### src/rtl/spf_pkg.sv
package spf_pkg;

  typedef enum logic [2:0] {
    ST_IDLE,
    ST_DREQ,
    ST_DWAIT,
    ST_HWAIT,
    ST_RESP
  } spfState_t;

  // strobes from control to datapath
  typedef struct packed {
    logic flush;     // discard stream, start a new one after missAddr
    logic pop;       // take head entry, append block after tail
    logic pfIssue;   // prefetch request accepted by memory
    logic fillPf;    // prefetch data arrived for a live slot
    logic loadHead;  // response taken from buffer head
    logic loadMem;   // response taken from demand read data
  } spfStrobe_t;

  // status from datapath to control
  typedef struct packed {
    logic headHit;
    logic headValid;
    logic pfPending;
  } spfStat_t;

endpackage

### src/rtl/spf_data.sv
module spf_data
  import spf_pkg::*;
#(
  parameter int ADDR_W = 16,
  parameter int DATA_W = 32,
  parameter int DEPTH  = 4
) (
  input  logic              clk,
  input  logic              rst_n,
  input  spfStrobe_t        strb,
  input  logic [ADDR_W-1:0] missAddr,
  input  logic [DATA_W-1:0] memRespData,
  output spfStat_t          stat,
  output logic [ADDR_W-1:0] pfAddr,
  output logic [ADDR_W-1:0] dmdAddr,
  output logic [ADDR_W-1:0] respAddr,
  output logic [DATA_W-1:0] respData
);

  localparam int PW = (DEPTH > 1) ? $clog2(DEPTH) : 1;
  localparam int CW = $clog2(DEPTH + 1);

  logic [ADDR_W-1:0] tagQ  [DEPTH];
  logic [DATA_W-1:0] dataQ [DEPTH];
  logic              vld   [DEPTH];
  logic [DEPTH-1:0]  vldVec;
  logic [PW-1:0]     headPtr, outSlot, issueSlot, headNx;
  logic [CW-1:0]     issueCnt;
  logic [CW:0]       slotSum;
  logic [ADDR_W-1:0] nextAddr;
  logic              live;

  // slot of the oldest entry not yet requested from memory
  always_comb begin
    slotSum   = (CW+1)'(headPtr) + (CW+1)'(issueCnt);
    issueSlot = (slotSum >= (CW+1)'(DEPTH)) ? PW'(slotSum - (CW+1)'(DEPTH)) : PW'(slotSum);
    headNx    = (headPtr == PW'(DEPTH-1)) ? '0 : headPtr + PW'(1);
  end

  always_comb begin
    stat.headHit   = live && (tagQ[headPtr] == missAddr);
    stat.headValid = live && vld[headPtr];
    stat.pfPending = live && (issueCnt != CW'(DEPTH));
    pfAddr         = tagQ[issueSlot];
  end

  genvar g;
  generate
    for (g = 0; g < DEPTH; g++) begin : gEntry
      assign vldVec[g] = vld[g];
      always_ff @(posedge clk or negedge rst_n) begin
        if (!rst_n) begin
          tagQ[g]  <= '0;
          dataQ[g] <= '0;
          vld[g]   <= 1'b0;
        end else if (strb.flush) begin
          tagQ[g] <= missAddr + ADDR_W'(g + 1);
          vld[g]  <= 1'b0;
        end else begin
          if (strb.fillPf && outSlot == PW'(g)) begin
            dataQ[g] <= memRespData;
            vld[g]   <= 1'b1;
          end
          if (strb.pop && headPtr == PW'(g)) begin
            tagQ[g] <= nextAddr;
            vld[g]  <= 1'b0;
          end
        end
      end
    end
  endgenerate

  always_ff @(posedge clk or negedge rst_n) begin
    if (!rst_n) begin
      headPtr  <= '0;
      issueCnt <= '0;
      nextAddr <= '0;
      live     <= 1'b0;
      outSlot  <= '0;
      dmdAddr  <= '0;
    end else if (strb.flush) begin
      headPtr  <= '0;
      issueCnt <= '0;
      nextAddr <= missAddr + ADDR_W'(DEPTH + 1);
      live     <= 1'b1;
      dmdAddr  <= missAddr;
    end else begin
      if (strb.pop) begin
        headPtr  <= headNx;
        nextAddr <= nextAddr + ADDR_W'(1);
      end
      issueCnt <= issueCnt + CW'(strb.pfIssue) - CW'(strb.pop);
      if (strb.pfIssue) outSlot <= issueSlot;
    end
  end

  always_ff @(posedge clk or negedge rst_n) begin
    if (!rst_n) begin
      respAddr <= '0;
      respData <= '0;
    end else if (strb.loadHead) begin
      respAddr <= tagQ[headPtr];
      respData <= dataQ[headPtr];
    end else if (strb.loadMem) begin
      respAddr <= dmdAddr;
      respData <= memRespData;
    end
  end

  // a pop may only take an entry whose data has arrived
  assert_pop_head_valid_R4: assert property (@(posedge clk) disable iff (!rst_n)
    strb.pop |-> vld[headPtr]);

  // a prefetch is only granted while an unrequested entry exists
  assert_issue_room_R3: assert property (@(posedge clk) disable iff (!rst_n)
    strb.pfIssue |-> (issueCnt < CW'(DEPTH)));

  // after a flush no entry holds data, including late prefetch fills
  assert_flush_clears_R8: assert property (@(posedge clk) disable iff (!rst_n)
    strb.flush |=> (vldVec == '0) && live);

endmodule

### src/rtl/spf_ctrl.sv
module spf_ctrl
  import spf_pkg::*;
(
  input  logic       clk,
  input  logic       rst_n,
  input  logic       missValid,
  output logic       missReady,
  input  spfStat_t   stat,
  input  logic       memReqReady,
  input  logic       memRespValid,
  output logic       memReqValid,
  output logic       dmdSel,
  output logic       respValid,
  output spfStrobe_t strb
);

  spfState_t state, stateNx;
  logic outstanding, outIsDmd, drop;
  logic accept, takeHead, pfReq, respIn;

  always_comb begin
    accept   = (state == ST_IDLE) && missValid;
    takeHead = ((accept && stat.headHit) || state == ST_HWAIT) && stat.headValid;
    dmdSel   = (state == ST_DREQ) && !outstanding;
    // prefetches yield to a waiting demand and to a miss being decided
    pfReq    = stat.pfPending && !outstanding && (state != ST_DREQ) && !accept;
    respIn   = memRespValid && outstanding;

    memReqValid   = dmdSel || pfReq;
    missReady     = (state == ST_IDLE);
    respValid     = (state == ST_RESP);

    strb.flush    = accept && !stat.headHit;
    strb.pop      = takeHead;
    strb.loadHead = takeHead;
    strb.pfIssue  = pfReq && memReqReady;
    strb.loadMem  = respIn && outIsDmd;
    strb.fillPf   = respIn && !outIsDmd && !drop && !strb.flush;
  end

  always_comb begin
    stateNx = state;
    unique case (state)
      ST_IDLE:  if (accept) stateNx = stat.headHit ? (stat.headValid ? ST_RESP : ST_HWAIT) : ST_DREQ;
      ST_DREQ:  if (memReqReady) stateNx = outstanding ? ST_DREQ : ST_DWAIT;
      ST_DWAIT: if (strb.loadMem) stateNx = ST_RESP;
      ST_HWAIT: if (stat.headValid) stateNx = ST_RESP;
      ST_RESP:  stateNx = ST_IDLE;
      default:  stateNx = ST_IDLE;
    endcase
  end

  always_ff @(posedge clk or negedge rst_n) begin
    if (!rst_n) begin
      state       <= ST_IDLE;
      outstanding <= 1'b0;
      outIsDmd    <= 1'b0;
      drop        <= 1'b0;
    end else begin
      state <= stateNx;
      if (memReqValid && memReqReady) begin
        outstanding <= 1'b1;
        outIsDmd    <= dmdSel;
      end else if (respIn) begin
        outstanding <= 1'b0;
      end
      if (strb.flush && outstanding && !respIn) drop <= 1'b1;
      else if (respIn) drop <= 1'b0;
    end
  end

  assert_resp_pulse_R2: assert property (@(posedge clk) disable iff (!rst_n)
    respValid |=> !respValid && missReady);

  assert_busy_after_accept_R5: assert property (@(posedge clk) disable iff (!rst_n)
    (missValid && missReady) |=> !missReady);

  assert_flush_to_demand_R6: assert property (@(posedge clk) disable iff (!rst_n)
    strb.flush |=> (state == ST_DREQ) && !(memReqValid && !dmdSel));

endmodule

### src/rtl/stream_prefetch.sv
module stream_prefetch
  import spf_pkg::*;
#(
  parameter int ADDR_W = 16,
  parameter int DATA_W = 32,
  parameter int DEPTH  = 4
) (
  input  logic              clk,
  input  logic              rst_n,
  input  logic              missValid,
  input  logic [ADDR_W-1:0] missAddr,
  output logic              missReady,
  output logic              respValid,
  output logic [ADDR_W-1:0] respAddr,
  output logic [DATA_W-1:0] respData,
  output logic              memReqValid,
  input  logic              memReqReady,
  output logic [ADDR_W-1:0] memReqAddr,
  input  logic              memRespValid,
  input  logic [DATA_W-1:0] memRespData
);

  spfStrobe_t        strb;
  spfStat_t          stat;
  logic              dmdSel;
  logic [ADDR_W-1:0] pfAddr, dmdAddr;

  spf_ctrl uCtrl (
    .clk         (clk),
    .rst_n       (rst_n),
    .missValid   (missValid),
    .missReady   (missReady),
    .stat        (stat),
    .memReqReady (memReqReady),
    .memRespValid(memRespValid),
    .memReqValid (memReqValid),
    .dmdSel      (dmdSel),
    .respValid   (respValid),
    .strb        (strb)
  );

  spf_data #(.ADDR_W(ADDR_W), .DATA_W(DATA_W), .DEPTH(DEPTH)) uData (
    .clk         (clk),
    .rst_n       (rst_n),
    .strb        (strb),
    .missAddr    (missAddr),
    .memRespData (memRespData),
    .stat        (stat),
    .pfAddr      (pfAddr),
    .dmdAddr     (dmdAddr),
    .respAddr    (respAddr),
    .respData    (respData)
  );

  assign memReqAddr = dmdSel ? dmdAddr : pfAddr;

endmodule

### config.mk
export PLATFORM = sky130hd
export DESIGN_NAME = stream_prefetch
export DESIGN_NICKNAME = d
export VERILOG_FILES = /design/src/rtl/spf_pkg.sv /design/src/rtl/spf_data.sv /design/src/rtl/spf_ctrl.sv /design/src/rtl/stream_prefetch.sv
export SDC_FILE = /design/constraint.sdc
export NUM_CORES = 1
export LEC_CHECK = 0
export ABC_AREA = 0
export BUFFER_PORTS_ARGS = -buffer_cell sky130_fd_sc_hd__buf_2
export CORE_UTILIZATION = 60
export CTS_CLUSTER_DIAMETER = 80
export DETAILED_ROUTE_END_ITERATION = 6
export PLACE_DENSITY = 0.8
export SYNTH_ARGS = -nofsm -noshare
export SYNTH_HDL_FRONTEND = slang
export SYNTH_SLANG_ARGS = --single-unit
### constraint.sdc
create_clock -name clk -period 4.69 [get_ports clk]
set_clock_uncertainty 0.05 [all_clocks]
set_input_delay 0.938 -clock clk [delete_from_list [all_inputs] [get_ports clk]]
set_output_delay 0.938 -clock clk [all_outputs]
set_load 0.005 [all_outputs]
==> impl_summary.txt, run 1 <==
----------------------------------------------------
[Run status]
  Result of the run ... completed

[Yosys]
  Mean Syn Cell Area ... approximately 11 um2
  Number of synthesized register bits ... 290
  Number of nets produced by synthesis ... around 1500
  Proportion of register bits with asynchronous set or reset after synthesis ... 100.0%
  Fraction of post-synthesis cell area in the top cell type by area ... a little under half
  Number of flops mapped to enable cells by yosys ... 0
  Most area-hungry cell type in the Yosys netlist ... dfrtp_1
  Sequential cell area fraction in the yosys report ... 46.11%
  Cell types with the largest area share after synthesis ... dfrtp_1 46%, mux2_2 8.8%, mux4_2 8.4%, mux2i_1 3.9%, o21ai_0 3.8%
  Yosys cell types ... 54
  Most common flop cell mapped by yosys ... dfrtp_1
  Synthesized instance count ... between 1000 and 1500
  Warnings, synthesis ... 0
  Mapped Area ... 15740 um2

[Place]
  Total placed cells including tap cells ... 1749
  Final weighted congestion in routability-driven placement ... just under 1
  Number of buffer cells added on primary ports ... 119
  Post-detailed-placement half-perimeter wirelength ... 26.64 mm

[STA]
  Max-slew violation count ... 0
  RSZ-0062 raised after global routing ... no
  Actual transition at the worst max-transition pin ... 1.081 ns
  Final critical-path share of the clock period ... 91.71%
  Worst slew margin relative to its limit ... between 20% and 30%
  Final critical delay including setup and external delays ... ~4.3 ns
  Highest attainable clock frequency ... 0.2325 GHz
  Final setup violation count ... 0
  Total negative slack for setup checks ... 0 ns
  Final-report hold violation count ... 0

[Critical path]
  Required time of the worst setup path ... around 3.7 ns
  Data arrival at the endpoint of the critical path ... 3.31 ns
  Master of the slowest instance on the critical path ... dfrtp_4
  Largest fanout on the critical path ... 19
  Sort of element at the end of the critical path ... primary output
  Critical path class ... flop to primary output
  Startpoint type of the worst setup path ... flop
  Slowest Stage Delay on Critical Path ... around 0.65 ns
  Critical path, cell by cell ... ha_1 > xnor2_1 > xnor2_2 > buf_4 > mux4_2 > mux2_2 > buf_2

[Clock tree]
  Buffers inserted during post-CTS setup optimization ... 0
  Number of buffers created by CTS ... 31
  # clock sinks ... 290
  Cts-stage hold buffer count ... 0
  Clock latency on the worst-skew pair ... 0.56 ns
  Clock Tree Root ... clkbuf_16
  Number of cells upsized or downsized after cts ... 0
  CTS tree ... built
  Maximum number of buffers from clock root to sink ... 3
  H-Tree Depth ... 1
  Reg clk slew, reported paths ... 0.07 ns

[Floorplanning]
  Die width ... 164.0 um
  Number of placement rows ... 58
  Core Region ... 25470 um2
  Boundary Pins ... 120
  Die H ... approximately 160 um
  Initial Utilization ... 61.79%
  Die Footprint ... around 27000 um2

[Layout]
  Most common cell after layout, fill and taps aside ... dfrtp_1
  Layout cells sized above 1 ... 28.86%
  Non-filler instance count after layout ... ~1800
  Net count, final ... 1520
  Top library cells by usage in the layout, fill and taps aside ... 288 x dfrtp_1, 136 x nand2_1, 123 x mux2_2, 121 x o21ai_0, 118 x buf_2
  Area Growth Syn to Fin ... 12.24%
  Antenna Cells ... 0

[GRT]
  Remaining Overflow, GRT ... 0
  Global-route total usage across every layer ... approximately a third
  Pin count of the biggest net entering global routing ... about 140
  Global-route wire length before repair ... 66.43 mm
  Number of antenna violations at the first check in global routing ... 0
  Vias in the first global route ... 11980

[Detailed routing]
  Number of DRC violations after detailed-routing iteration 0 ... roughly 1600
  DRT Wirelength ... 41.37 mm
  Routed length per instance ... ~23 um
  Count of nets left with antenna violations after detail routing ... 0
  First-pass DRT Iterations ... 6
  DRC violation count after routing ... 0
  Via density per instance ... 6.607
  Via total after detailed routing ... 11930

[Power and ir drop]
  Ratio of total power to cell area ... 627.1 nW/um2
  Worst IR Drop VDD ... between 400 and 500 uV
  Leak Pwr ... 7.761 nW

[Worst hold path]
  Class of the tightest hold or removal check ... input port to async pin

[Job]
  Number of max-cap violations ... 0

----------------------------------------------------
flip-flops by register name, summed over array words and instances, names as in the netlist, 3 cells and up:
| register | count |
|---|---|
| uCtrl.state | 3 |
| uData.tagQ | 64 |
| uData.respData | 32 |
| uData.dataQ | 128 |
| uData.respAddr | 16 |
| uData.dmdAddr | 16 |
| uData.vld | 4 |
| uData.nextAddr | 16 |
| uData.issueCnt | 3 |
layer usage:
layer	global-route usage, %	share of wire (%)
met3	6.162	8.8
met4	12.71	3.7
met5	0	0
met2	50.40	47
met1	43.72	40
final timing paths:
check                      cells past startpoint              from         endpoint  slack, ns
min                                            1             rst_n  uData.dataQ[68]       0.45
min reg2reg                                    1      uData.vld[2]     uData.vld[2]       0.45
max                                            7  uData.headPtr[0]   memReqAddr[15]       0.39
max reg2reg                                    8  uData.headPtr[0]  uData.dataQ[30]       0.65
max in group asynchronous                      2             rst_n   uData.tagQ[47]       3.09
min in group clk                               1      uData.vld[2]     uData.vld[2]       0.45
layout make-up:
class                      instances  area, um2
clock buffer                      44      894.6
clock inverter                    13      193.9
fill                            1746       7806
inverter                          23      86.33
multi-input combinational        957       7935
sequential                       290       7262
tap                              330      412.9
timing repair buffer             149      880.8
cell usage after synthesis, drive strengths merged (2+ instances only):
library cell and count:
clkinv 2, nand2b 4, a21boi 3, nand2 136, or3 9, xnor2 48
mux2 152, a22oi 56, o21ai 121, dfrtp 290, nand3 22, nand4 11
buf 38, and3 6, ha 14, and2 4, clkbuf 81, mux4 59
or4 6, o32ai 3, xor2 36, nor2b 4, o21a 5, and4 2
nor4b 2, o211ai 3, nor3 11, inv 21, a31oi 74, a21oi 31
nor2 47, mux2i 62, or2 2, o2bb2ai 2, o31ai 5, nor4 5
power by group:
group / leakage, nW / switching, mW / total, mW / internal, mW
registers: 3.60 / 0.873 / 4.48 / 3.60
clock network: 0.542 / 1.02 / 2.62 / 1.59
logic: 3.62 / 1.93 / 3.99 / 2.05
total: 7.76 / 3.83 / 11.1 / 7.25
through the flow:
stage                     worst slack, ns  cell area [um2]  hold WS, ns  utilization (%)  total power, mW
after floorplan                    0.4382            15740       0.4088                -            6.975
after global placement             0.6865            16580       0.4199            65.08            8.193
after detailed placement           0.5860            16580       0.4317            65.08            8.380
after CTS                          0.4168            17670       0.4456            69.35            11.04
after global routing               0.3117            17670       0.4530            69.35            11.67
final                              0.3889            17670       0.4456            69.35            11.08
worst max-delay path: cells and delay by family, from the launching register on:
family                     cells  cell delay (ns)
xor gates and xnor gates       2             0.70
adders and majority gates      1             0.27
DFF                            1             0.65
buffers and inverters          2             0.48
muxes                          2             0.63
cell families after synthesis:
| family | synth area share [%] |
|---|---|
| buffers and inverters | 3.760 |
| AO/OA/AOI/OAI | 12.12 |
| flip-flops | 46.11 |
| multiplexers | 23.95 |
| XOR/XNOR | 4.674 |
| AND/OR/NAND/NOR | 8.141 |
| adder cells (fa/ha/maj) | 1.240 |
No activity file was read; power rests on OpenSTA's default activity.
==> inputs of run 2 (changes only) <==
--- a/config.mk
+++ b/config.mk
@@ -11,6 +11,7 @@
 export CTS_CLUSTER_DIAMETER = 80
 export DETAILED_ROUTE_END_ITERATION = 6
 export PLACE_DENSITY = 0.8
+export RECOVER_POWER = 25
 export SYNTH_ARGS = -nofsm -noshare
 export SYNTH_HDL_FRONTEND = slang
 export SYNTH_SLANG_ARGS = --single-unit
==> constraint.sdc (replaced) <==
create_clock -name clk -period 5.6 [get_ports clk]
set_clock_uncertainty 0.05 [all_clocks]
set_input_delay 1.12 -clock clk [delete_from_list [all_inputs] [get_ports clk]]
set_output_delay 1.12 -clock clk [all_outputs]
set_load 0.005 [all_outputs]
==> run 2 against run 1 <==
Via count up 0.18%. Clock power is 15% lower. Largest power group unchanged. Setup slack improved by 0.40 ns. Critical path depth is 1 higher. The flow now finishes with violations (capacitance limit, slew limit).
==> impl_summary.txt, run 2 (synthesis results as in run 1) <==
----------------------------------------------------
[Critical path]
  Worst setup path start ... uData.headPtr[0]
  Most prevalent standard cell on the critical path ... buf_4
  Data arrival at the endpoint of the critical path ... 3.64 ns (+0.33 ns)
  Capturing element of the worst setup path ... memReqAddr[4]
  Critical path class ... flop to primary output
  Master of the slowest instance on the critical path ... dfrtp_4
  Startpoint type of the worst setup path ... flop
  Largest fanout on the critical path ... 30 (+11)
  Critical R2R Capture ... uData.dataQ[24]
  Slowest Stage Delay on Critical Path ... 0.71 ns (+0.06 ns)
  Critical path, cell by cell ... buf_4 > ha_1 > xnor2_1 > xnor2_2 > buf_4 > mux4_2 > mux2_2 > buf_2
  R2R depth ... 9 (+1)
  Required time of the worst setup path ... 4.43 ns (+0.73 ns)
  Register-to-register setup slack ... 1.32 ns (+0.67 ns)
  Startpoint of the lowest-slack register-to-register path ... uData.headPtr[1]
  Sort of element at the end of the critical path ... primary output

[Run status]
  Result of the run ... finished, violations left
  Violations in the final reports ... capacitance limit, slew limit

[Layout]
  Biggest regs ... uData.dataQ: 128 flops, uData.tagQ: 64 flops, uData.respData: 32 flops
  Fillcell total ... 1776 (+1.7%)
  Most common cell after layout, fill and taps aside ... dfrtp_1
  Non-filler instance count after layout ... 1803 (-0.17%)
  Max FFs per register ... 128 (unchanged)
  Layout cells sized above 1 ... 28.62% (-0.24 points)
  Net count, final ... 1515 (-0.33%)
  Area Growth Syn to Fin ... 12.11%
  Reg with most FFs ... uData.dataQ
  Top library cells by usage in the layout, fill and taps aside ... 288 x dfrtp_1, 136 x nand2_1, 123 x mux2_2, 121 x o21ai_0, 118 x buf_2

[STA]
  Final critical delay including setup and external delays ... 4.808 ns
  Worst slew margin relative to its limit ... -135.2% (-160 points)
  Final setup violation count ... 0 (unchanged)
  Actual transition at the worst max-transition pin ... 3.527 ns (+2.447 ns)
  Final critical-path share of the clock period ... between 80% and 90%
  Final-report hold violation count ... 0 (unchanged)
  Highest attainable clock frequency ... 0.2080 GHz
  Total negative slack for setup checks ... 0 ns (unchanged)
  Max-slew violation count ... 135 (+135)
  RSZ-0062 raised after global routing ... no

[Detailed routing]
  DRT Wirelength ... 41.74 mm (+0.90%)
  Count of nets left with antenna violations after detail routing ... 0 (unchanged)
  Routed length per instance ... 23.15 um (+1.1%)
  First-pass DRT Iterations ... 5 (-1)
  DRC violation count after routing ... 0 (unchanged)
  Number of DRC violations after detailed-routing iteration 0 ... 1361 (-16%)
  Via total after detailed routing ... 11950 (+0.18%)
  Via density per instance ... 6.630 (+0.34%)

[Floorplanning]
  Die width ... 164.0 um (unchanged)
  Die Footprint ... 26880 um2 (unchanged)
  Initial Utilization ... 61.79% (unchanged)
  Core Region ... 25470 um2 (unchanged)
  Boundary Pins ... 120 (unchanged)
  Number of placement rows ... 58 (unchanged)
  Die H ... 164.0 um (unchanged)

[Job]
  Number of max-cap violations ... 1 (+1)

[Power and ir drop]
  Leak Pwr ... 7.736 nW (-0.32%)
  Ratio of total power to cell area ... 528.6 nW/um2 (-16%)
  Worst IR Drop VDD ... 380.1 uV (-13%)

[GRT]
  Pin count of the biggest net entering global routing ... 136 (-3.5%)
  Global-route wire length before repair ... 66.63 mm (+0.30%)
  Remaining Overflow, GRT ... 0 (unchanged)
  Vias in the first global route ... 11940 (-0.33%)
  Global-route total usage across every layer ... 31.99% (+0.049 points)
  Number of antenna violations at the first check in global routing ... 1 (+1)

[Clock tree]
  Number of cells upsized or downsized after cts ... 0 (unchanged)
  H-Tree Depth ... 1 (unchanged)
  Number of buffers created by CTS ... 30 (-3.2%)
  Buffers inserted during post-CTS setup optimization ... 0 (unchanged)
  Clock Tree Root ... clkbuf_16
  Clock latency on the worst-skew pair ... 0.56 ns (about the same)
  # clock sinks ... 290 (unchanged)
  Cts-stage hold buffer count ... 0 (unchanged)
  Reg clk slew, reported paths ... 0.06 ns (about the same)
  Maximum number of buffers from clock root to sink ... 3 (unchanged)
  CTS tree ... built

[Place]
  Post-detailed-placement half-perimeter wirelength ... 26.53 mm (-0.42%)
  Number of buffer cells added on primary ports ... 119 (unchanged)
  Total placed cells including tap cells ... 1745 (-0.23%)
  Final weighted congestion in routability-driven placement ... 0.9224 (-6.1%)

[Worst hold path]
  Class of the tightest hold or removal check ... flop to flop

----------------------------------------------------
==> run 2: cell count changes in the layout (fill, tap and decap cells not counted) <==
cell        delta
buf_12         -1
buf_4          -4
buf_8          -1
bufinv_16      +1
clkbuf_2       +1
clkinv_2       -4
clkinv_4       +1
clkinvlp_4     +2
diode_2        +2
==> run 2: critical path: cells and delay by family (launching register included) <==
kind | cells | cell delay, ns
buffers and inverters | 3 | 0.93
xor gates and xnor gates | 2 | 0.54
DFF | 1 | 0.71
adders and majority gates | 1 | 0.25
muxes | 2 | 0.62
==> run 2: power by group <==
group | switching, mW | internal (mW)
Clock | 0.848 | 1.38
Sequential | 0.767 | 3.02
Combinational | 1.59 | 1.72
==> run 2: metal layers <==
metal  track usage [%]  up-vias  routed length (um)
li1                  -     5188                   -
met1             44.34     5987               17040
met2             49.58      650               19410
met3             6.742      129                3793
met4             12.37        0                1497
met5                 0        -                   0
==> run 2: stage by stage <==
step | setup slack [ns] | utilization [%] | hold WS [ns] | area [um2] | power, mW
global route | 0.5717 | 69.26 | 0.4645 | 17640 | 9.830
detailed placement | 1.058 | 64.91 | 0.4281 | 16530 | 7.017
global placement | 1.105 | 64.91 | 0.4237 | 16530 | 6.851
floorplan | 1.166 | - | 0.4088 | 15740 | 5.841
CTS | 0.7851 | 69.30 | 0.4425 | 17650 | 9.284
finish | 0.7919 | 69.27 | 0.4424 | 17640 | 9.327
==> run 2: how the worst min path moves through the flow <==
stage,cells after the start,slack [ns],endpoint,start
after floorplan,1,0.41,uData.vld[1],uData.vld[1]
after CTS,1,0.44,uData.vld[1],uData.vld[1]
after detailed placement,1,0.43,uData.vld[1],uData.vld[1]
after global routing,1,0.46,uData.vld[1],uData.vld[1]
final,1,0.44,uData.vld[1],uData.vld[1]
after global placement,1,0.42,uData.vld[1],uData.vld[1]
==> run 2: area by class of cell <==
class	count	area [um2]	area share [%]
clock inverters	13	227.7	1.291
flip-flops and latches	290	7262	41.16
diodes	2	5.005	0.02836
well taps	330	412.9	2.340
multi-input cells	957	7935	44.97
repair buffers	145	824.5	4.673
inverters	23	86.33	0.4893
clock buffers	43	890.9	5.049
==> inputs of run 3 (changes only) <==
--- a/config.mk
+++ b/config.mk
@@ -7,10 +7,10 @@
 export LEC_CHECK = 0
 export ABC_AREA = 0
 export BUFFER_PORTS_ARGS = -buffer_cell sky130_fd_sc_hd__buf_2
-export CORE_UTILIZATION = 60
+export CORE_UTILIZATION = 40
 export CTS_CLUSTER_DIAMETER = 80
 export DETAILED_ROUTE_END_ITERATION = 6
-export PLACE_DENSITY = 0.8
+export PLACE_DENSITY = 0.57
 export RECOVER_POWER = 25
 export SYNTH_ARGS = -nofsm -noshare
 export SYNTH_HDL_FRONTEND = slang
==> run 3 against run 2 <==
The flow still finishes with violations (capacitance limit, slew limit). Cell count up 10%. Critical path depth fell by 3. Highest routed layer unchanged. Worst hold slack got worse by 0.0025 ns. Maximum frequency up 1.3%. First-iteration DRC count shrank 22%. Design area grew 0.62%. Die area increased by 49%.
==> impl_summary.txt, run 3 (synthesis results as in run 1) <==
----------------------------------------------------
[STA]
  Worst slack on hold paths ... 0.4399 ns (-0.002501 ns)
  Total negative slack for setup checks ... 0 ns (unchanged)
  Final setup violation count ... 0 (unchanged)
  Max-slew violation count ... 111 (-18%)
  Final critical-path share of the clock period ... 84.79% (-1.1 points)
  Highest attainable clock frequency ... 0.2106 GHz (+1.3%)
  Worst slew margin relative to its limit ... -91.75% (+43 points)
  Final-report hold violation count ... 0 (unchanged)
  Final critical delay including setup and external delays ... 4.748 ns (-0.05959 ns)
  Actual transition at the worst max-transition pin ... 2.876 ns (-0.6512 ns)
  RSZ-0062 raised after global routing ... no

[Critical path]
  Critical path class ... flop to primary output
  Delay-heaviest family, CP ... flip-flops
  Startpoint type of the worst setup path ... flop
  Data arrival at the endpoint of the critical path ... 3.58 ns (-0.06 ns)
  Required time of the worst setup path ... 4.43 ns (about the same)
  Sort of element at the end of the critical path ... primary output
  Slowest Stage Delay on Critical Path ... 0.92 ns (+0.21 ns)
  Master of the slowest instance on the critical path ... dfrtp_2
  Combined buffer and inverter count along the critical path ... 2 (-1)
  Critical path, cell by cell ... inv_1 > xnor2_4 > mux4_2 > mux2_2 > buf_2
  Largest fanout on the critical path ... 26 (-13%)

[Power and ir drop]
  Ratio of total power to cell area ... 514.8 nW/um2 (-2.6%)
  Leak Pwr ... 7.662 nW (-0.95%)
  Worst IR Drop VDD ... 310.5 uV (-18%)

[Detailed routing]
  First-pass DRT Iterations ... 5 (unchanged)
  Via density per instance ... 5.802 (-12%)
  Number of DRC violations after detailed-routing iteration 0 ... 1066 (-22%)
  DRC violation count after routing ... 0 (unchanged)
  Routed length per instance ... 22.01 um (-4.9%)
  DRT Wirelength ... 43.68 mm (+4.6%)
  Via total after detailed routing ... 11510 (-3.7%)
  Count of nets left with antenna violations after detail routing ... 0 (unchanged)

[GRT]
  Global-route total usage across every layer ... 22.03% (-10 points)
  Vias in the first global route ... 11480 (-3.8%)
  Number of antenna violations at the first check in global routing ... 0 (-1)
  Global-route wire length before repair ... 69.59 mm (+4.4%)
  Pin count of the biggest net entering global routing ... 111 (-18%)
  Remaining Overflow, GRT ... 0 (unchanged)

[Place]
  Post-detailed-placement half-perimeter wirelength ... 27.76 mm (+4.7%)
  Final weighted congestion in routability-driven placement ... 0.8669 (-6.0%)
  Number of buffer cells added on primary ports ... 119 (unchanged)
  Post-DP Area ... 16740 um2 (+1.3%)
  Total placed cells including tap cells ... 1931 (+11%)

[Clock tree]
  Reg clk slew, reported paths ... 0.06 ns (about the same)
  Clock Tree Root ... clkbuf_16
  # clock sinks ... 290 (unchanged)
  H-Tree Depth ... 1 (unchanged)
  Number of buffers created by CTS ... 31 (+3.3%)
  Number of cells upsized or downsized after cts ... 0 (unchanged)
  CTS tree ... built
  Buffers inserted during post-CTS setup optimization ... 0 (unchanged)
  Maximum number of buffers from clock root to sink ... 3 (unchanged)
  Cts-stage hold buffer count ... 0 (unchanged)
  Clock latency on the worst-skew pair ... 0.58 ns (+0.02 ns)

[Layout]
  Post-route cell area ... 17750 um2 (+0.62%)
  Area Growth Syn to Fin ... 12.81%
  Fillcell total ... 3560 (+100%)
  Reg with most FFs ... uData.dataQ
  Total area of multi-input combinational cells ... 7948 um2 (+0.16%)
  Antenna Cells ... 0 (-2)
  Layout cells sized above 1 ... 28.17% (-0.45 points)
  Sequential cell area in the final layout ... 7262 um2 (unchanged)
  Net count, final ... 1514 (-0.066%)
  Non-filler instance count after layout ... 1984 (+10%)
  Max FFs per register ... 128 (unchanged)
  Most common cell after layout, fill and taps aside ... dfrtp_1
  Top library cells by usage in the layout, fill and taps aside ... 288 x dfrtp_1, 136 x nand2_1, 123 x mux2_2, 121 x o21ai_0, 117 x buf_2
  Biggest regs ... uData.dataQ: 128 flops, uData.tagQ: 64 flops, uData.respData: 32 flops

[Run status]
  Result of the run ... finished, violations left
  Violations in the final reports ... capacitance limit, slew limit

[Floorplanning]
  Die width ... 200.4 um (+22%)
  Core Region ... 38740 um2 (+52%)
  Initial Utilization ... 40.63% (-21 points)
  Die H ... 200.4 um (+22%)
  Die Footprint ... 40140 um2 (+49%)
  Boundary Pins ... 120 (unchanged)
  Number of placement rows ... 72 (+24%)

[Worst hold path]
  Class of the tightest hold or removal check ... flop to flop

[Job]
  Number of max-cap violations ... 1 (unchanged)

----------------------------------------------------
[run 3: changes by cell type in the layout (fill, tap and decap cells not counted), moves of 2 or more]
cell / change
clkbuf_1: +4
clkbuf_2: +2
diode_2: -2
buf_12: -2
clkbuf_8: -5
[run 3: final timing paths]
check                                 startpoint           endpoint  slack, ns  depth (start not counted)
worst max register to register  uData.headPtr[0]  uData.nextAddr[0]       1.07                          9
max in group asynchronous                  rst_n  uData.nextAddr[8]       1.76                          2
worst min-delay path                uData.vld[1]       uData.vld[1]       0.44                          1
min in group asynchronous                  rst_n   uData.dataQ[100]       1.36                          1
worst min register to register      uData.vld[1]       uData.vld[1]       0.44                          1
worst max-delay path            uData.headPtr[1]      memReqAddr[4]       0.85                          5
[run 3: layout make-up]
type / instances / area share (%)
flip-flops and latches: 290 / 40.90
clock inverters: 11 / 1.078
repair buffers: 143 / 4.405
multi-input cells: 957 / 44.76
well taps: 518 / 3.650
inverters: 23 / 0.4863
clock buffers: 42 / 4.715
[run 3: power breakdown]
group          switching [mW]  total, mW  internal [mW]  leakage, nW
Sequential              0.667       3.68           3.02         3.60
Clock                   0.856       2.12           1.27        0.490
Combinational            1.62       3.33           1.71         3.57
Total                    3.15       9.14           5.99         7.66
[run 3: per-layer routing]
metal	track usage [%]	share of wire [%]	routed length [um]	vias up
li1	-	-	-	5191
met2	35.55	47	20710	385
met4	6.025	2.3	1023	0
met3	3.108	5.9	2588	65
met5	0	0	0	-
met1	31.03	44	19350	5871
[run 3: worst reg2reg max path, cell delays in order (launching register included)]
cell and delay, ns:
dfrtp_4 0.79, mux4_2 0.62, xor2_1 0.29, nor4_1 0.12
and4_1 0.34, a21oi_4 0.54, buf_4 0.65, buf_4 0.66
nand2_1 0.17, a21boi_0 0.15
[run 3: per-stage QoR]
stage                     util, %  setup WS [ns]  total power, mW
after floorplan                 -          1.166            5.841
after global placement      43.22          1.057            6.969
after detailed placement    43.22         0.9460            7.063
after CTS                   45.88         0.8315            9.202
after global routing        45.83         0.8219            9.713
final                       45.83         0.8515            9.139
